===== config.mk =====
export PLATFORM = sky130hd
export DESIGN_NAME = prt_timer_pair
export DESIGN_NICKNAME = d
export VERILOG_FILES = /design/src/rtl/prt_pkg.sv /design/src/rtl/prt_reload_counter.sv /design/src/rtl/prt_irq_status.sv /design/src/rtl/prt_read_mux.sv /design/src/rtl/prt_timer_pair.sv
export SDC_FILE = /design/constraint.sdc
export NUM_CORES = 1
export LEC_CHECK = 0
export BUFFER_PORTS_ARGS = -buffer_cell sky130_fd_sc_hd__buf_2
export CORE_ASPECT_RATIO = 0.5
export CORE_MARGIN = 2
export CORE_UTILIZATION = 62
export CTS_CLUSTER_SIZE = 8
export DETAILED_ROUTE_END_ITERATION = 16
export GPL_TIMING_DRIVEN = 1
export PLACE_DENSITY = 0.92
export REMOVE_ABC_BUFFERS = 1
export SLEW_MARGIN = 20
export SYNTH_ARGS = -nofsm -noshare
export SYNTH_HDL_FRONTEND = slang
export SYNTH_SLANG_ARGS = --single-unit

===== constraint.sdc =====
create_clock -name clk -period 3.7 [get_ports clk]
set_clock_uncertainty 0.05 [all_clocks]
set_input_delay 0.37 -clock clk [delete_from_list [all_inputs] [get_ports clk]]
set_output_delay 0.37 -clock clk [all_outputs]
set_load 0.02 [all_outputs]

===== src/rtl/prt_pkg.sv =====
package prt_pkg;
  localparam int unsigned ADDR_W    = 6;
  localparam int unsigned N_TIMERS  = 2;
  localparam int unsigned T_STRIDE  = 8;
  localparam logic [ADDR_W-1:0] A_TBASE  = 6'h10;
  localparam logic [ADDR_W-1:0] A_STATUS = 6'h20;
  localparam logic [ADDR_W-1:0] A_IRQEN  = 6'h22;
  localparam logic [ADDR_W-1:0] OFS_RL_LO  = 6'h0;
  localparam logic [ADDR_W-1:0] OFS_RL_HI  = 6'h2;
  localparam logic [ADDR_W-1:0] OFS_CNT_LO = 6'h4;
  localparam logic [ADDR_W-1:0] OFS_CNT_HI = 6'h6;

  function automatic logic [ADDR_W-1:0] timer_base(input int unsigned idx);
    return A_TBASE + ADDR_W'(idx * T_STRIDE);
  endfunction
endpackage


===== src/rtl/prt_reload_counter.sv =====
module prt_reload_counter
  import prt_pkg::*;
#(
  parameter int unsigned WORD_W     = 16,
  parameter int unsigned MIN_RELOAD = 5,
  parameter logic [ADDR_W-1:0] BASE = 6'h10
) (
  input  logic                  clk,
  input  logic                  rst_n,
  input  logic                  tick_en,
  input  logic                  wr,
  input  logic [ADDR_W-1:0]     addr,
  input  logic [WORD_W-1:0]     wdata,
  output logic [2*WORD_W-1:0]   reload_q,
  output logic [2*WORD_W-1:0]   cnt_q,
  output logic                  expire
);
  localparam int unsigned CNT_W = 2 * WORD_W;

  logic              wr_lo, wr_hi, wr_any;
  logic              pend_q;
  logic [CNT_W-1:0]  eff_reload;
  logic              at_end;

  assign wr_lo  = wr && (addr == BASE + OFS_RL_LO);
  assign wr_hi  = wr && (addr == BASE + OFS_RL_HI);
  assign wr_any = wr_lo || wr_hi;

  always_comb begin
    if (reload_q == '0)
      eff_reload = '0;
    else if (reload_q < CNT_W'(MIN_RELOAD))
      eff_reload = CNT_W'(MIN_RELOAD);
    else
      eff_reload = reload_q;
  end

  assign at_end = (cnt_q <= CNT_W'(1));
  assign expire = tick_en && !wr_any && !pend_q && (eff_reload != '0) && at_end;

  always_ff @(posedge clk) begin
    if (!rst_n) begin
      reload_q <= '0;
      cnt_q    <= '0;
      pend_q   <= 1'b0;
    end else begin
      if (wr_lo) reload_q[WORD_W-1:0]     <= wdata;
      if (wr_hi) reload_q[CNT_W-1:WORD_W] <= wdata;
      if (wr_any) begin
        pend_q <= 1'b1;
      end else if (tick_en) begin
        if (pend_q) begin
          cnt_q  <= eff_reload;
          pend_q <= 1'b0;
        end else if (eff_reload == '0) begin
          cnt_q <= '0;
        end else if (at_end) begin
          cnt_q <= eff_reload;
        end else begin
          cnt_q <= cnt_q - CNT_W'(1);
        end
      end
    end
  end
endmodule


===== src/rtl/prt_irq_status.sv =====
module prt_irq_status
  import prt_pkg::*;
#(
  parameter int unsigned WORD_W = 16
) (
  input  logic                  clk,
  input  logic                  rst_n,
  input  logic [N_TIMERS-1:0]   expire,
  input  logic                  wr,
  input  logic [ADDR_W-1:0]     addr,
  input  logic [WORD_W-1:0]     wdata,
  output logic [WORD_W-1:0]     status_word,
  output logic [WORD_W-1:0]     enable_word,
  output logic [N_TIMERS-1:0]   irq
);
  logic [N_TIMERS-1:0] flag_q;
  logic [N_TIMERS-1:0] en_q;
  logic                wr_status, wr_enable;

  assign wr_status = wr && (addr == A_STATUS);
  assign wr_enable = wr && (addr == A_IRQEN);

  for (genvar i = 0; i < N_TIMERS; i++) begin : g_flag
    always_ff @(posedge clk) begin
      if (!rst_n) begin
        flag_q[i] <= 1'b0;
        en_q[i]   <= 1'b0;
      end else begin
        if (expire[i])
          flag_q[i] <= 1'b1;
        else if (wr_status && wdata[i+1])
          flag_q[i] <= 1'b0;
        if (wr_enable)
          en_q[i] <= wdata[i+1];
      end
    end
    assign irq[i] = flag_q[i] & en_q[i];
  end

  always_comb begin
    status_word = '0;
    enable_word = '0;
    for (int i = 0; i < N_TIMERS; i++) begin
      status_word[i+1] = flag_q[i];
      enable_word[i+1] = en_q[i];
    end
  end
endmodule


===== src/rtl/prt_read_mux.sv =====
module prt_read_mux
  import prt_pkg::*;
#(
  parameter int unsigned WORD_W = 16
) (
  input  logic [ADDR_W-1:0]                   addr,
  input  logic [N_TIMERS-1:0][2*WORD_W-1:0]   reload,
  input  logic [N_TIMERS-1:0][2*WORD_W-1:0]   cnt,
  input  logic [WORD_W-1:0]                   status_word,
  input  logic [WORD_W-1:0]                   enable_word,
  output logic [WORD_W-1:0]                   rdata
);
  always_comb begin
    rdata = '0;
    if (addr == A_STATUS) rdata = status_word;
    if (addr == A_IRQEN)  rdata = enable_word;
    for (int i = 0; i < N_TIMERS; i++) begin
      if (addr == timer_base(i) + OFS_RL_LO)  rdata = reload[i][WORD_W-1:0];
      if (addr == timer_base(i) + OFS_RL_HI)  rdata = reload[i][2*WORD_W-1:WORD_W];
      if (addr == timer_base(i) + OFS_CNT_LO) rdata = cnt[i][WORD_W-1:0];
      if (addr == timer_base(i) + OFS_CNT_HI) rdata = cnt[i][2*WORD_W-1:WORD_W];
    end
  end
endmodule


===== src/rtl/prt_timer_pair.sv =====
module prt_timer_pair
  import prt_pkg::*;
#(
  parameter int unsigned WORD_W     = 16,
  parameter int unsigned MIN_RELOAD = 5
) (
  input  logic                 clk,
  input  logic                 rst_n,
  input  logic                 tick_en,
  input  logic                 reg_wr,
  input  logic [ADDR_W-1:0]    reg_addr,
  input  logic [WORD_W-1:0]    reg_wdata,
  output logic [WORD_W-1:0]    reg_rdata,
  output logic [N_TIMERS-1:0]  irq_out
);
  localparam int unsigned CNT_W = 2 * WORD_W;

  logic [N_TIMERS-1:0][CNT_W-1:0] reload_q;
  logic [N_TIMERS-1:0][CNT_W-1:0] cnt_q;
  logic [N_TIMERS-1:0]            expire;
  logic [WORD_W-1:0]              status_word;
  logic [WORD_W-1:0]              enable_word;

  for (genvar i = 0; i < N_TIMERS; i++) begin : g_tmr
    prt_reload_counter #(
      .WORD_W(WORD_W), .MIN_RELOAD(MIN_RELOAD), .BASE(timer_base(i))
    ) u_cnt (
      .clk(clk), .rst_n(rst_n), .tick_en(tick_en),
      .wr(reg_wr), .addr(reg_addr), .wdata(reg_wdata),
      .reload_q(reload_q[i]), .cnt_q(cnt_q[i]), .expire(expire[i])
    );
  end

  prt_irq_status #(.WORD_W(WORD_W)) u_stat (
    .clk(clk), .rst_n(rst_n), .expire(expire),
    .wr(reg_wr), .addr(reg_addr), .wdata(reg_wdata),
    .status_word(status_word), .enable_word(enable_word), .irq(irq_out)
  );

  prt_read_mux #(.WORD_W(WORD_W)) u_rd (
    .addr(reg_addr), .reload(reload_q), .cnt(cnt_q),
    .status_word(status_word), .enable_word(enable_word), .rdata(reg_rdata)
  );
endmodule


==> impl_results.md <==
- Maximum level of the CTS H-tree: 4
- Clock slew seen by the registers of the worst setup and hold paths: 60 ps
- Type of origin of the critical path: primary input
- Relative slew margins: 29.2%
- Leading area contributor after synthesis: dfxtp_1
- Global-route wire length before repair: 44000 um
- Fill cell total of the finished layout: 899
- Post-Synth Simple-Gate Area: 27.0%
- Pin slew with the least headroom to its limit: 1060 ps
- Clock Latency Late Sink: 430 ps
- Remaining DRCs: 0
- Reg-to-reg critical path startpoint: g_tmr[0].u_cnt.cnt_q[18]
- Clock Root Buffer: clkbuf_16
- Min Clock Period, post-route: 3380 ps
- Instance count along the most critical hold path: 3
- Worst setup path start: reg_addr[3]
- Sink count of the clock tree: 134
- YS warnings: 0
- Setup Crit Path Kind: primary input to output pin
- Synth top cells by count: 201 x nand2_1, 134 x dfxtp_1, 115 x a21oi_1
- Initial core utilization: 64.7%
- Number of nets with antenna violations after detailed routing: 0
- Via count of the routed design: 9140
- Area growth, synth to finish: 12.5%
- Critical Path End Type: output pin
- Worst r2r path cells: 6
- Area share of fa/ha/maj cells after synthesis: 0.644%
- Number of max-cap violations: 0
- Register bit total from synthesis: 134
- Sequential group share of total power: 24.4%
- Deepest clock path buffer count: 2
- Final setup violation count: 0
- Core Box Area: 0.0120 mm2
- Power share of the clock group: 28.1%
- Worst EP required: 3280 ps
- Final Max Slew Viols: 0
- Cell Area, Synth: 0.00777 mm2
- Detailed placement HPWL: 19600 um
- Highest ir drop seen on vdd: 0.521 mV
- Post-route insts no fill: 1243
- I/O pins: 44
- Overall routed net length: 28100 um
- Cells after Synth: 1056
- Most frequent cell after synthesis: nand2_1
- Leakage Power: 3.27 nW
- Most common flop cell mapped by yosys: dfxtp_1
- Total iterations of the first detailed-routing run: 8
- Part of the power in combinational logic: 47.5%
- CTS tree: built
- Starting DRC count in detailed routing: 1749
- Fraction of final layout cells sized beyond drive strength 1: 12.1%
- Final Hold Vio Count: 0
- Number of antenna violations at the first check in global routing: 0
- Num CTS Buffers: 17
- Xor and xnor area share after synthesis: 0.564%
- Number of synthesized flops with an enable pin: 0
- Routed length per instance: 22.6 um
- Number of port buffers: 43
- Die ar.: 0.0135 mm2
- Switching part of the total: 41.4%
- Last weighted congestion value of the routability-driven placer: 0.986
- Cell Rows: 28
- Number of gates resized after CTS: 0
- Sequential fraction of the synthesis area: 34.5%
- Power dissipated by switching net loads: 0.00279 W
- Area share of the leading cell type in the synthesized netlist: 34.5%
- Mux share of post-synthesis cell area: 2.21%
- Data arrival at the endpoint of the critical path: 2960 ps
- RSZ-0062 raised after global routing: no
- Die outline height: 83.2 um
- Final total negative setup slack: 0 ps
- # hold bufs at CTS: 0
- Count of buffers added by post-CTS timing repair for setup: 0
- Power per Cell Area: 771 mW/mm2
- Fraction of the mapped netlist area in compound gates: 30.1%
- Die span in x: 162 um
- Final critical-path share of the clock period: 91.3%
- Overflow left after global routing: 0
- Vias in the first global route: 7936
- Crit path max fanout: 15
- Avg Synthesized Cell Area: 7.36 um2
- Maximum number of pins on one net before global-route repair: 77
- F_max: 296 MHz
- Startpoint of the lowest-slack hold path: reg_wdata[9]
- Final #Nets: 1094
- Placed cell count: 1210
- Status: finished clean
- Proportion of register bits with asynchronous set or reset after synthesis: 0%
- Vias per cell: 7.35
- Internal power consumption: 0.00395 W
- Global-route total usage across every layer: 41.6%
- Netlist cell types: 77
- Biggest area contributors in the synthesized netlist: dfxtp_1 35%, nand2_1 9.7%, a21oi_1 7.4%
- Worst hold-check path type: primary input to flip-flop
- Dominant combinational cell family by area after synthesis: compound AO/OA/AOI/OAI gates
stage by stage:
stage	util [%]	cell area, um2	hold WS, ps	setup slack (ps)	power (W)
4_1_cts	72.7	8740	172	539	0.00661
6_report	72.8	8750	174	322	0.00674
2_1_floorplan	-	7440	390	91.8	0.00395
3_5_place_dp	67.3	8080	414	573	0.00473
3_3_place_gp	67.3	8080	409	623	0.00467
5_1_grt	72.8	8740	173	251	0.00708
logic make-up (layout without fill, tap and decap cells):
logic type / Yosys count / in the layout
simple gates: 440 / 440
compound gates: 358 / 358
flops: 134 / 134
buf+inv: 98 / 119
mux: 17 / 17
xor+xnor: 5 / 5
fa+ha+maj: 4 / 4
other cells: 0 / 1
power groups by stage:
stage          clock, W  sequential [W]  combinational (W)
2_1_floorplan         0         0.00162            0.00234
3_3_place_gp          0         0.00166            0.00301
3_5_place_dp          0         0.00166            0.00307
4_1_cts         0.00189         0.00163            0.00310
5_1_grt         0.00196         0.00165            0.00347
6_report        0.00190         0.00164            0.00320
registers in the layout, indices dropped and copies added, names as in the netlist:
| name | count |
|---|---|
| g_tmr.u_cnt.cnt_q | 64 |
| g_tmr.u_cnt.reload_q | 64 |
| g_tmr.u_cnt.pend_q | 2 |
| u_stat.enable_word | 2 |
| u_stat.status_word | 2 |
metal layers:
layer	GRT usage [%]	share of wire, %	up-vias
met4	14.5	4.2	0
met5	0	0	-
met1	59.4	38	4103
li1	-	-	3974
met3	13.4	18	156
met2	58.5	40	907
final timing paths:
kind                                end  slack (ps)
max                        reg_rdata[6]         320
min          g_tmr[1].u_cnt.reload_q[9]         170
max reg2reg    g_tmr[0].u_cnt.cnt_q[11]         500
min reg2reg       u_stat.status_word[1]         430
placed cells by master, fill, tap and decap left out, drive strengths merged, types with 9 or more instances in the layout:
master / n
inv: 16
o31ai: 12
nand3: 16
o22ai: 35
mux2i: 16
nor3: 46
or3: 16
clkbuf: 20
a22oi: 18
buf: 71
dfxtp: 134
nor4: 32
or4: 9
nand2: 201
and3: 11
a31oi: 13
nor2: 61
o21ai: 58
a221oi: 26
a21oi: 115
o211ai: 11
nand4: 10
worst max-delay path, stage by stage:
cell and delay (ps):
buf_2 180, nor3_1 380, and2_1 580, a22oi_1 190, o211ai_1 200, o21ai_0 180, a221oi_1 590, buf_2 270
cell type report:
cell class	instances	area (um2)	area share, %
tap	165	206	2.36
timing repair buffer	71	425	4.86
sequential	134	2680	30.7
clock inverter	12	200	2.29
clock buffer	20	457	5.22
multi-input combinational	824	4710	53.9
antenna	1	2.50	0.0286
inverter	16	60.1	0.687
Note: power is estimated with default switching activity, not from simulation.
